==> src/rtl/fuse_pkg.sv <==
// Shared definitions for the fusion detector: window size, micro-op kinds
// and the per-slot decoded summary. Assumes canonical 32-bit encodings.
package fuse_pkg;

    localparam int NSLOT = 3;

    typedef enum logic [2:0] {
        K_SINGLE = 3'd0,
        K_CALL   = 3'd1,
        K_TAIL   = 3'd2,
        K_PCLD   = 3'd3,
        K_ZEXT   = 3'd4,
        K_ADDWZ  = 3'd5
    } fuse_kind_e;

    typedef struct packed {
        logic        is_auipc;
        logic        is_jalr;
        logic        is_ld;
        logic        is_slli32;
        logic        is_srli32;
        logic        is_addiw;
        logic [4:0]  rd;
        logic [4:0]  rs1;
        logic [11:0] imm12;
        logic [19:0] imm20;
    } slot_info_t;

endpackage

==> src/rtl/fuse_slot_dec.sv <==
// Classifies one canonical instruction into the opcode classes the
// fusion matcher cares about and extracts its register and immediate fields.
// Assumes the input is already expanded from any compressed form.
module fuse_slot_dec
    import fuse_pkg::*;
#(
    parameter int ILEN = 32
) (
    input  logic [ILEN-1:0] insn,
    output slot_info_t      info
);

    logic [6:0]  opc;
    logic [2:0]  f3;
    logic [11:0] hi12;

    // Field extraction and class decode.
    always_comb begin
        opc            = insn[6:0];
        f3             = insn[14:12];
        hi12           = insn[31:20];
        info.is_auipc  = (opc == 7'b0010111);
        info.is_jalr   = (opc == 7'b1100111) && (f3 == 3'b000);
        info.is_ld     = (opc == 7'b0000011) && (f3 == 3'b011);
        info.is_slli32 = (opc == 7'b0010011) && (f3 == 3'b001) && (hi12 == 12'h020);
        info.is_srli32 = (opc == 7'b0010011) && (f3 == 3'b101) && (hi12 == 12'h020);
        info.is_addiw  = (opc == 7'b0011011) && (f3 == 3'b000);
        info.rd        = insn[11:7];
        info.rs1       = insn[19:15];
        info.imm12     = hi12;
        info.imm20     = insn[31:12];
    end

endmodule

==> src/rtl/fuse_match.sv <==
// Combinational pattern matcher over the three-slot window. Picks the
// longest matching idiom (three-slot add form first), builds the merged
// immediates, link value, secondary write and push hint.
// Assumes slot i+1 directly follows slot i in program order.
module fuse_match
    import fuse_pkg::*;
#(
    parameter int XLEN = 64,
    parameter int ILEN = 32,
    parameter int BW   = 4
) (
    input  slot_info_t [NSLOT-1:0] info,
    input  logic [NSLOT-1:0]       valid,
    input  logic [NSLOT-1:0]       half,
    input  logic [ILEN-1:0]        insn0,
    input  logic [XLEN-1:0]        pc0,
    output fuse_kind_e             kind,
    output logic [1:0]             count,
    output logic [BW-1:0]          bytes,
    output logic [4:0]             rd,
    output logic [4:0]             src,
    output logic [XLEN-1:0]        target,
    output logic [XLEN-1:0]        link,
    output logic [XLEN-1:0]        imm,
    output logic                   tmp_we,
    output logic [4:0]             tmp_rd,
    output logic [XLEN-1:0]        tmp_val,
    output logic                   push,
    output logic [ILEN-1:0]        insn_pass
);

    function automatic logic [XLEN-1:0] sx12(input logic [11:0] v);
        return {{(XLEN-12){v[11]}}, v};
    endfunction

    function automatic logic [XLEN-1:0] up20(input logic [19:0] v);
        return {{(XLEN-32){v[19]}}, v, 12'b0};
    endfunction

    function automatic logic is_zext(input slot_info_t a, input slot_info_t b);
        return a.is_slli32 && (a.rd == a.rs1) && (a.rd != 5'd0) &&
               b.is_srli32 && (b.rd == a.rd) && (b.rs1 == a.rd);
    endfunction

    logic [BW-1:0]   len_b [NSLOT];
    logic [XLEN-1:0] pc1, hi, sum;
    logic            m_call, m_tail, m_pcld, m_zext, m_addwz;
    logic [4:0]      x;

    // Per-slot byte lengths from the origin flag.
    always_comb begin
        for (int i = 0; i < NSLOT; i++) begin
            len_b[i] = half[i] ? BW'(2) : BW'(4);
        end
    end

    // Pattern conditions over the window.
    always_comb begin
        x       = info[0].rd;
        m_call  = valid[0] && valid[1] && info[0].is_auipc && (x != 5'd0) &&
                  info[1].is_jalr && (info[1].rs1 == x) && (info[1].rd == x);
        m_tail  = valid[0] && valid[1] && info[0].is_auipc && (x != 5'd0) &&
                  info[1].is_jalr && (info[1].rs1 == x) && (info[1].rd == 5'd0);
        m_pcld  = valid[0] && valid[1] && info[0].is_auipc && (x != 5'd0) &&
                  info[1].is_ld && (info[1].rs1 == x);
        m_zext  = valid[0] && valid[1] && is_zext(info[0], info[1]);
        m_addwz = (&valid) && info[0].is_addiw && (info[0].rd == info[0].rs1) &&
                  (x != 5'd0) && is_zext(info[1], info[2]) && (info[1].rd == x);
    end

    // Merge the selected idiom into one micro-op, longest match first.
    always_comb begin
        pc1       = pc0 + XLEN'(len_b[0]);
        hi        = pc0 + up20(info[0].imm20);
        sum       = hi + sx12(info[1].imm12);
        kind      = K_SINGLE;
        count     = 2'd1;
        bytes     = len_b[0];
        rd        = info[0].rd;
        src       = info[0].rs1;
        target    = '0;
        link      = '0;
        imm       = '0;
        tmp_we    = 1'b0;
        tmp_rd    = 5'd0;
        tmp_val   = '0;
        push      = 1'b0;
        insn_pass = insn0;
        if (m_addwz) begin
            kind      = K_ADDWZ;
            count     = 2'd3;
            bytes     = len_b[0] + len_b[1] + len_b[2];
            imm       = sx12(info[0].imm12);
            insn_pass = '0;
        end else if (m_call || m_tail) begin
            kind      = m_call ? K_CALL : K_TAIL;
            count     = 2'd2;
            bytes     = len_b[0] + len_b[1];
            rd        = info[1].rd;
            src       = x;
            target    = {sum[XLEN-1:1], 1'b0};
            link      = pc1 + XLEN'(len_b[1]);
            tmp_we    = m_tail;
            tmp_rd    = m_tail ? x : 5'd0;
            tmp_val   = m_tail ? hi : '0;
            push      = m_call && ((x == 5'd1) || (x == 5'd5));
            insn_pass = '0;
        end else if (m_pcld) begin
            kind      = K_PCLD;
            count     = 2'd2;
            bytes     = len_b[0] + len_b[1];
            rd        = info[1].rd;
            src       = x;
            target    = sum;
            tmp_we    = (info[1].rd != x);
            tmp_rd    = (info[1].rd != x) ? x : 5'd0;
            tmp_val   = (info[1].rd != x) ? hi : '0;
            insn_pass = '0;
        end else if (m_zext) begin
            kind      = K_ZEXT;
            count     = 2'd2;
            bytes     = len_b[0] + len_b[1];
            insn_pass = '0;
        end
    end

endmodule

==> src/rtl/fuse_unit.sv <==
// Top of the fusion detector: decodes the three window slots, matches
// idioms and registers the resulting micro-op (one cycle latency).
// Assumes synchronous active-low reset and a window that is already
// aligned to instruction boundaries with slot 0 at in_pc.
module fuse_unit
    import fuse_pkg::*;
#(
    parameter int XLEN = 64,
    parameter int ILEN = 32,
    localparam int BW  = $clog2(4*NSLOT + 1)
) (
    input  logic                  clk,
    input  logic                  rst_n,
    input  logic [NSLOT-1:0]      in_valid,
    input  logic [NSLOT-1:0]      in_half,
    input  logic [NSLOT*ILEN-1:0] in_insn,
    input  logic [XLEN-1:0]       in_pc,
    output logic                  uop_valid,
    output logic [2:0]            uop_kind,
    output logic [1:0]            uop_count,
    output logic [BW-1:0]         uop_bytes,
    output logic [4:0]            uop_rd,
    output logic [4:0]            uop_src,
    output logic [XLEN-1:0]       uop_target,
    output logic [XLEN-1:0]       uop_link,
    output logic [XLEN-1:0]       uop_imm,
    output logic                  uop_tmp_we,
    output logic [4:0]            uop_tmp_rd,
    output logic [XLEN-1:0]       uop_tmp_val,
    output logic                  uop_ras_push,
    output logic [ILEN-1:0]       uop_insn
);

    slot_info_t [NSLOT-1:0] info;
    fuse_kind_e             n_kind;
    logic [1:0]             n_count;
    logic [BW-1:0]          n_bytes;
    logic [4:0]             n_rd, n_src, n_tmp_rd;
    logic [XLEN-1:0]        n_target, n_link, n_imm, n_tmp_val;
    logic                   n_tmp_we, n_push;
    logic [ILEN-1:0]        n_insn;

    for (genvar g = 0; g < NSLOT; g++) begin : g_dec
        fuse_slot_dec #(.ILEN(ILEN)) u_dec (
            .insn (in_insn[g*ILEN +: ILEN]),
            .info (info[g])
        );
    end

    fuse_match #(.XLEN(XLEN), .ILEN(ILEN), .BW(BW)) u_match (
        .info      (info),
        .valid     (in_valid),
        .half      (in_half),
        .insn0     (in_insn[ILEN-1:0]),
        .pc0       (in_pc),
        .kind      (n_kind),
        .count     (n_count),
        .bytes     (n_bytes),
        .rd        (n_rd),
        .src       (n_src),
        .target    (n_target),
        .link      (n_link),
        .imm       (n_imm),
        .tmp_we    (n_tmp_we),
        .tmp_rd    (n_tmp_rd),
        .tmp_val   (n_tmp_val),
        .push      (n_push),
        .insn_pass (n_insn)
    );

    // Output register: capture the micro-op for the slot 0 instruction.
    always_ff @(posedge clk) begin
        if (!rst_n) begin
            uop_valid    <= 1'b0;
            uop_kind     <= 3'd0;
            uop_count    <= 2'd0;
            uop_bytes    <= '0;
            uop_rd       <= 5'd0;
            uop_src      <= 5'd0;
            uop_target   <= '0;
            uop_link     <= '0;
            uop_imm      <= '0;
            uop_tmp_we   <= 1'b0;
            uop_tmp_rd   <= 5'd0;
            uop_tmp_val  <= '0;
            uop_ras_push <= 1'b0;
            uop_insn     <= '0;
        end else begin
            uop_valid    <= in_valid[0];
            uop_kind     <= n_kind;
            uop_count    <= n_count;
            uop_bytes    <= n_bytes;
            uop_rd       <= n_rd;
            uop_src      <= n_src;
            uop_target   <= n_target;
            uop_link     <= n_link;
            uop_imm      <= n_imm;
            uop_tmp_we   <= in_valid[0] && n_tmp_we;
            uop_tmp_rd   <= n_tmp_rd;
            uop_tmp_val  <= n_tmp_val;
            uop_ras_push <= in_valid[0] && n_push;
            uop_insn     <= n_insn;
        end
    end

endmodule

==> config.mk <==
export PLATFORM = sky130hd
export DESIGN_NAME = fuse_unit
export DESIGN_NICKNAME = d
export VERILOG_FILES = /design/src/rtl/fuse_pkg.sv /design/src/rtl/fuse_slot_dec.sv /design/src/rtl/fuse_match.sv /design/src/rtl/fuse_unit.sv
export SDC_FILE = /design/constraint.sdc
export NUM_CORES = 1
export LEC_CHECK = 0
export ABC_CLOCK_PERIOD_IN_PS = 8600
export CAP_MARGIN = 20
export CORE_ASPECT_RATIO = 0.5
export CORE_MARGIN = 2
export CORE_UTILIZATION = 52
export CTS_CLUSTER_SIZE = 28
export DETAILED_ROUTE_END_ITERATION = 12
export PLACE_DENSITY_LB_ADDON = 0.08
export SLEW_MARGIN = 5
export SYNTH_ARGS = -nofsm -noshare
export SYNTH_HDL_FRONTEND = slang
export SYNTH_SLANG_ARGS = --single-unit
==> constraint.sdc <==
create_clock -name clk -period 8.6 [get_ports clk]
set_input_delay 0.86 -clock clk [delete_from_list [all_inputs] [get_ports clk]]
set_output_delay 0.86 -clock clk [all_outputs]
set_load 0.005 [all_outputs]
== Yosys cells after proc, flatten, opt, wreduce, memory -nomap -nowiden ==
Index checks and enable logic that the tools add are counted.
Widths: inputs -> output; s select.

* Bits in registers: 263
* Bits in latches: 0
* Memory bits (writable): 0
* Memory bits (read-only): 0
* Input port bits: 168
* Output and inout bits: 315
* Memories: 0

* $add $sub $neg: 6
* $mul: 0
* Divide/modulo/power cells: 0
* Magnitude comparators: 0
* Equal/unequal tests: 24
* Shift-type cells: 0
* Muxes and demuxes: 37
* Bitwise logic cells: 3
* Reductions and logical operators: 52

{| class="wikitable"
|+ Operators with widths
! operator !! count
|-
| $mux 64 || 6
|-
| $add 64x4->64 || 2
|-
| $add 64x64->64 || 2
|-
| $mux 5 || 10
|-
| $logic_and 1x1->1 || 39
|-
| $eq 12x6->1 const B || 3
|-
| $eq 7x5->1 const B || 5
|-
| $eq 5x5->1 || 6
|-
| $mux 3 || 7
|-
| $mux 4 || 4
|-
| $mux 2 || 5
|-
| $reduce_bool 5->1 || 2
|-
| $add 4x4->4 || 2
|-
| $eq 7x2->1 const B || 1
|-
| $eq 7x7->1 const B || 1
|-
| $eq 3x1->1 const B || 2
|-
| $eq 3x3->1 const B || 2
|-
| $logic_not 3->1 || 2
|-
| $eq 5x1->1 const B || 1
|-
| $eq 5x3->1 const B || 1
|-
| $logic_not 5->1 || 1
|-
| $mux 1 || 5
|-
| $ne 5x5->1 || 1
|-
| $reduce_or 5->1 || 1
|-
| other kinds (8) || 11
|}

== Logic depth before layout (Yosys ltp) ==
* Depth after elaboration: 13
* Depth in mapped cells: 23

== Hierarchy ==
From an unflattened synthesis, not the netlist that was laid out.

* Cell total of the unflattened synthesis: 2394
* Area total of the unflattened synthesis: 20005.4 um^2

{| class="wikitable"
|+ By module, submodules not included
! module !! instances !! cells an instance !! area each (um^2) !! sequential area each (um^2)
|-
| fuse_match || 1 || 1541 || 10188.5 || 0.0
|-
| fuse_unit || 1 || 664 || 8443.1 || 6306.0
|-
| fuse_slot_dec || 3 || 63 || 457.9 || 0.0
|}

== Worst setup path after synthesis ==
No wires, ideal clock.

* Kind: input-to-reg
* Start: input in_insn[12]
* End: register uop_target[61]
* Library setup time: 0.128 ns
* Data arrival time: 4.788 ns
* Required time: 8.472 ns
* Setup slack: 3.685 ns
* Cell stages on the path: 21
* Cell sequence: ha_1 fa_1 a211oi_1 o21bai_1 a21oi_1 nand2_1 and2_1 a21boi_0 o21ai_0 xor2_1 ha_1 clkbuf_1 and3_1 nand2_1 or3_1 a2bb2oi_1 a21oi_1 a21oi_1 o211ai_1 xnor2_1 nor2_1

* Word-level cells in the longest chain between the ends: 8
* Elaborated cells on any way between the ends: 12
* Classes of those cells: 2 x add/sub; 2 x mux; 8 x reduce/logical

{| class="wikitable"
|+ RTL lines
! what !! line !! text
|-
| start: declaration || fuse_unit.sv:16 || <nowiki>input logic [NSLOT*ILEN-1:0] in_insn,</nowiki>
|-
| branches (longest 8 deep; another with $add 64x64->64) || n/a ||
|-
| end signal: assignment || fuse_unit.sv:95 || <nowiki>uop_target <= n_target;</nowiki>
|-
| end: declaration || fuse_unit.sv:24 || <nowiki>output logic [XLEN-1:0] uop_target,</nowiki>
|}

Several ways; the timed one is not identified.
A chain may end at the register's enable or synchronous reset.

== Worst setup path after layout ==
* Start: input in_insn[12]
* End: register uop_target[56]

Same word-level chain as after synthesis.

==> metrics.md <==
| Metric | Value |
|---|---|
| Share of synthesized cell area in full adder, half adder and majority cells | 0.102 |
| GRT met1 Usage | 0.396 |
| Maximum level of the CTS H-tree | 1 |
| Overall overflow remaining after global route | 0 |
| Met3 global-route usage | 0.0508 |
| Core Region | 0.0302 mm² |
| Number of iterations in the first detailed-routing pass | 7 |
| Quantity of gates resized following cts | 0 |
| Number of inserted filler cells in the final layout | 2481 |
| Number of buffers inserted by port buffering | 481 |
| Distinct cell type count after synthesis | 72 |
| Worst-path fanout max | 8 |
| Count of flip-flops with a built-in enable after synthesis | 0 |
| Async S/R FF share, synth | 0 |
| Status | completed |
| Number of diodes | 0 |
| Endpoint required time on the critical path | 9.01 ns |
| Setup repair after global routing missed its margin | false |
| Buffer depth of the longest clock path | 3 |
| Setup TNS | 0 ns |
| Power density relative to cell area | 166 mW/mm² |
| Final Power | 3.56 mW |
| Kind of start point of the critical path | input port |
| Post-CTS Hold Buffers | 0 |
| Post-synthesis mux area share | 0.00330 |
| CTS tree | done |
| Total number of yosys warnings | 0 |
| Synthesized-area fraction occupied by ao, oa, aoi and oai cells | 0.182 |
| Fin crit share | 0.728 |
| Total via count after detailed routing | 15400 |
| Count of max-cap constraint violations | 0 |
| Die area | 0.0321 mm² |
| Initial antenna violation count | 0 |
| Worst Setup End Kind | flip-flop |
| Path category of the worst min-delay check | input port to flip-flop |
| Finished Core Util | 0.707 |
| Post-CTS Setup Repair Bufs | 0 |
| Hold violation total from the final report | 0 |
| Post-Syn Instances | 1955 |
| Post-detailed-route DRC marker count | 0 |
| FP Rows | 45 |
| Post-Synth Simple-Gate Area | 0.230 |
| Worst hold endpoint | uop_insn[1] |
| Number of nets in the synthesized netlist | 2249 |
| Layout cell share with drive strength beyond 1 | 0.0285 |
| Relative area change from synthesis to final layout | 34.3% |
| Nets | 2629 |
| Synthesized cell area | 0.0159 mm² |
| Leakage | 8.70 nW |
| Clock-pin slew of the registers on the worst-case setup and hold paths | 0.07 ns |
| Largest family of logic cells by synthesized area | simple AND/OR/NAND/NOR gates |
| Min-delay src | in_insn[1] |
| Xor/xnor share of the synthesized area | 0.0957 |
| Placed Area | 0.0206 mm² |
| Die boundary height | 128 µm |
| Sequential area share after synthesis | 0.329 |
| Number of storage elements in the synthesis netlist | 262 |
| Multi-input combinational cell area | 0.00978 mm² |
| TritonCTS Buffers | 24 |
| Maximum number of pins on one net before global-route repair | 65 |
| DIE WIDTH | 252 µm |
| Hold Crit Depth | 2 |
| Clock sink count | 262 |
| # setup viols final | 0 |
| Via count normalized by instance count | 5.60 |
| Summed area of non-filler cells in the final layout | 0.0214 mm² |
| Shortest clock period the worst path allows after layout | 6.26 ns |
| Most instantiated flip-flop cell in the synthesis netlist | sky130_fd_sc_hd__dfxtp_1 |
| Global-route usage over all layers | 0.314 |
| Register cell area after layout | 0.00525 mm² |
| Final Slew Violations | 0 |
| I/O pin total | 483 |
| Rel. slew slack | 0.392 |
| Routing layer with the top usage in global route | met2 |
| Global placer's final weighted congestion | 0.981 |
| Total wire length after detailed routing | 52.7 mm |
| Met2 demand-to-capacity share in global routing | 0.559 |
| Achievable frequency | 0.160 GHz |
| Number of global-route vias before repair | 14200 |
| Data arrival, critical path | 6.67 ns |
| WL per Instance | 19.2 µm |
| Mean post-synth cell area | 8.15 µm² |
| Root buffer selected by CTS | sky130_fd_sc_hd__clkbuf_16 |
| Count of nets left with antenna violations after detail routing | 0 |
| Worst VDD drop | 0.133 mV |
| Effective utilization at floorplan | 0.527 |
| Violation count after the first detailed-route iteration | 1086 |
| Sum of net half-perimeters after detailed placement | 42.3 mm |
| Crit Path Category | input port to flip-flop |
| Transition time of the tightest slew-check pin | 0.909 ns |
| Wire length of the first global-routing pass | 79.9 mm |
-- worst max-delay path: stages --
cell                              delay [ns]
sky130_fd_sc_hd__clkdlybuf4s50_1        0.63
sky130_fd_sc_hd__ha_1                   0.37
sky130_fd_sc_hd__fa_1                   0.43
sky130_fd_sc_hd__a211oi_1               0.27
sky130_fd_sc_hd__o21bai_1               0.15
sky130_fd_sc_hd__a21oi_1                0.29
sky130_fd_sc_hd__nand2_1                0.11
sky130_fd_sc_hd__and2_1                 0.22
sky130_fd_sc_hd__o21a_1                 0.17
sky130_fd_sc_hd__nor2_1                 0.11
sky130_fd_sc_hd__xnor2_1                0.17
sky130_fd_sc_hd__ha_1                   0.39
sky130_fd_sc_hd__a21o_1                 0.20
sky130_fd_sc_hd__a21oi_1                0.27
sky130_fd_sc_hd__nand3_1                0.11
sky130_fd_sc_hd__o21ai_0                0.66
sky130_fd_sc_hd__o31ai_1                0.19
sky130_fd_sc_hd__a21boi_0               0.56
sky130_fd_sc_hd__o21ai_0                0.28
sky130_fd_sc_hd__xnor2_1                0.19
sky130_fd_sc_hd__nor2_1                 0.06
-- kinds of logic (layout without fill, tap and decap cells) --
family | Yosys count | count (layout)
other | 1 | 1
buffers and inverters | 185 | 582
AND/OR/NAND/NOR | 739 | 739
XOR/XNOR | 174 | 174
flip-flops | 262 | 262
AO/OA/AOI/OAI | 463 | 463
multiplexers | 5 | 5
adder cells (fa/ha/maj) | 126 | 126
-- layer usage --
| metal | routed length (µm) | up-vias |
|---|---|---|
| met5 | 0 | - |
| met4 | 1400 | 0 |
| met3 | 2980 | 83 |
| met2 | 25900 | 496 |
| met1 | 22400 | 7269 |
| li1 | - | 7550 |
-- Yosys cell counts, drive strengths merged, types with 8 or more instances --
cell type | count | area, µm²
clkbuf | 73 | 277
dfxtp | 262 | 5250
and2 | 107 | 669
o21a | 12 | 90.1
nand2 | 155 | 584
and3 | 41 | 267
nand4 | 47 | 294
a31oi | 14 | 87.6
nand3 | 46 | 243
nand2b | 14 | 87.6
or3 | 13 | 81.3
and4 | 9 | 78.8
xor2 | 84 | 736
nor2b | 8 | 50.1
o21ai | 84 | 420
nor3 | 42 | 221
buf | 61 | 438
a21o | 83 | 623
o31ai | 10 | 75.1
ha | 120 | 1500
inv | 50 | 188
xnor2 | 90 | 788
nor4 | 9 | 56.3
nor2 | 225 | 852
a211oi | 22 | 165
o21bai | 32 | 240
a21oi | 161 | 806
-- cell usage in the layout (no fill, tap or decap), types with 8 or more instances in the layout --
| cell type | instances |
|---|---|
| sky130_fd_sc_hd__o21a_1 | 12 |
| sky130_fd_sc_hd__or3_1 | 13 |
| sky130_fd_sc_hd__nor4_1 | 9 |
| sky130_fd_sc_hd__xor2_1 | 84 |
| sky130_fd_sc_hd__nand2_1 | 153 |
| sky130_fd_sc_hd__clkdlybuf4s50_1 | 480 |
| sky130_fd_sc_hd__and3_1 | 39 |
| sky130_fd_sc_hd__o21ai_0 | 83 |
| sky130_fd_sc_hd__nor3_1 | 41 |
| sky130_fd_sc_hd__dfxtp_1 | 262 |
| sky130_fd_sc_hd__nand3_1 | 45 |
| sky130_fd_sc_hd__ha_1 | 120 |
| sky130_fd_sc_hd__nor2_1 | 223 |
| sky130_fd_sc_hd__and2_1 | 107 |
| sky130_fd_sc_hd__o31ai_1 | 10 |
| sky130_fd_sc_hd__a211oi_1 | 22 |
| sky130_fd_sc_hd__nor2b_1 | 8 |
| sky130_fd_sc_hd__o21bai_1 | 32 |
| sky130_fd_sc_hd__a31oi_1 | 14 |
| sky130_fd_sc_hd__and4_1 | 9 |
| sky130_fd_sc_hd__a21oi_1 | 161 |
| sky130_fd_sc_hd__xnor2_1 | 90 |
| sky130_fd_sc_hd__nand4_1 | 47 |
| sky130_fd_sc_hd__a21o_1 | 83 |
| sky130_fd_sc_hd__clkbuf_16 | 24 |
| sky130_fd_sc_hd__nand2b_1 | 14 |
| sky130_fd_sc_hd__inv_1 | 50 |
-- stage by stage --
step	std cells	worst slack (ns)	hold slack, ns
6_report	2751	2.34	0.896
5_1_grt	2751	1.86	0.897
4_1_cts	2751	2.51	0.877
3_5_place_dp	2708	1.96	1.46
3_3_place_gp	2707	2.00	1.46
2_1_floorplan	1955	3.68	0.982
-- registers in the layout, indices dropped and copies added (netlist names) --
register      count
uop_kind          3
uop_ras_push      1
uop_count         2
uop_tmp_val      64
uop_imm          12
uop_rd            5
uop_valid         1
uop_src           5
uop_tmp_rd        5
uop_target       64
uop_tmp_we        1
uop_bytes         3
uop_insn         32
uop_link         64
-- where the power goes --
| group | switching, mW | total, mW | internal [mW] |
|---|---|---|---|
| logic | 0.714 | 1.23 | 0.516 |
| registers | 0.00290 | 1.23 | 1.22 |
| clock network | 0.497 | 1.10 | 0.604 |
| total | 1.21 | 3.56 | 2.34 |
-- final cells by class --
type / instances / area share
Sequential cell: 262 / 0.245
Timing Repair Buffer: 488 / 0.228
Clock buffer: 32 / 0.0309
Multi-Input combinational cell: 1508 / 0.457
Clock inverter: 11 / 0.00579
Inverter: 51 / 0.00895
Tap cell: 399 / 0.0233
-- how the worst max path moves through the flow --
| stage | depth (start not counted) | startpoint | end |
|---|---|---|---|
| detailed placement | 20 | in_insn[12] | uop_target[62] |
| global placement | 22 | in_insn[14] | uop_target[58] |
| CTS | 20 | in_insn[12] | uop_target[62] |
| global route | 20 | in_insn[12] | uop_target[62] |
| floorplan | 21 | in_insn[12] | uop_target[61] |
| finish | 21 | in_insn[12] | uop_target[56] |
Note: power is estimated with default switching activity, not from simulation.
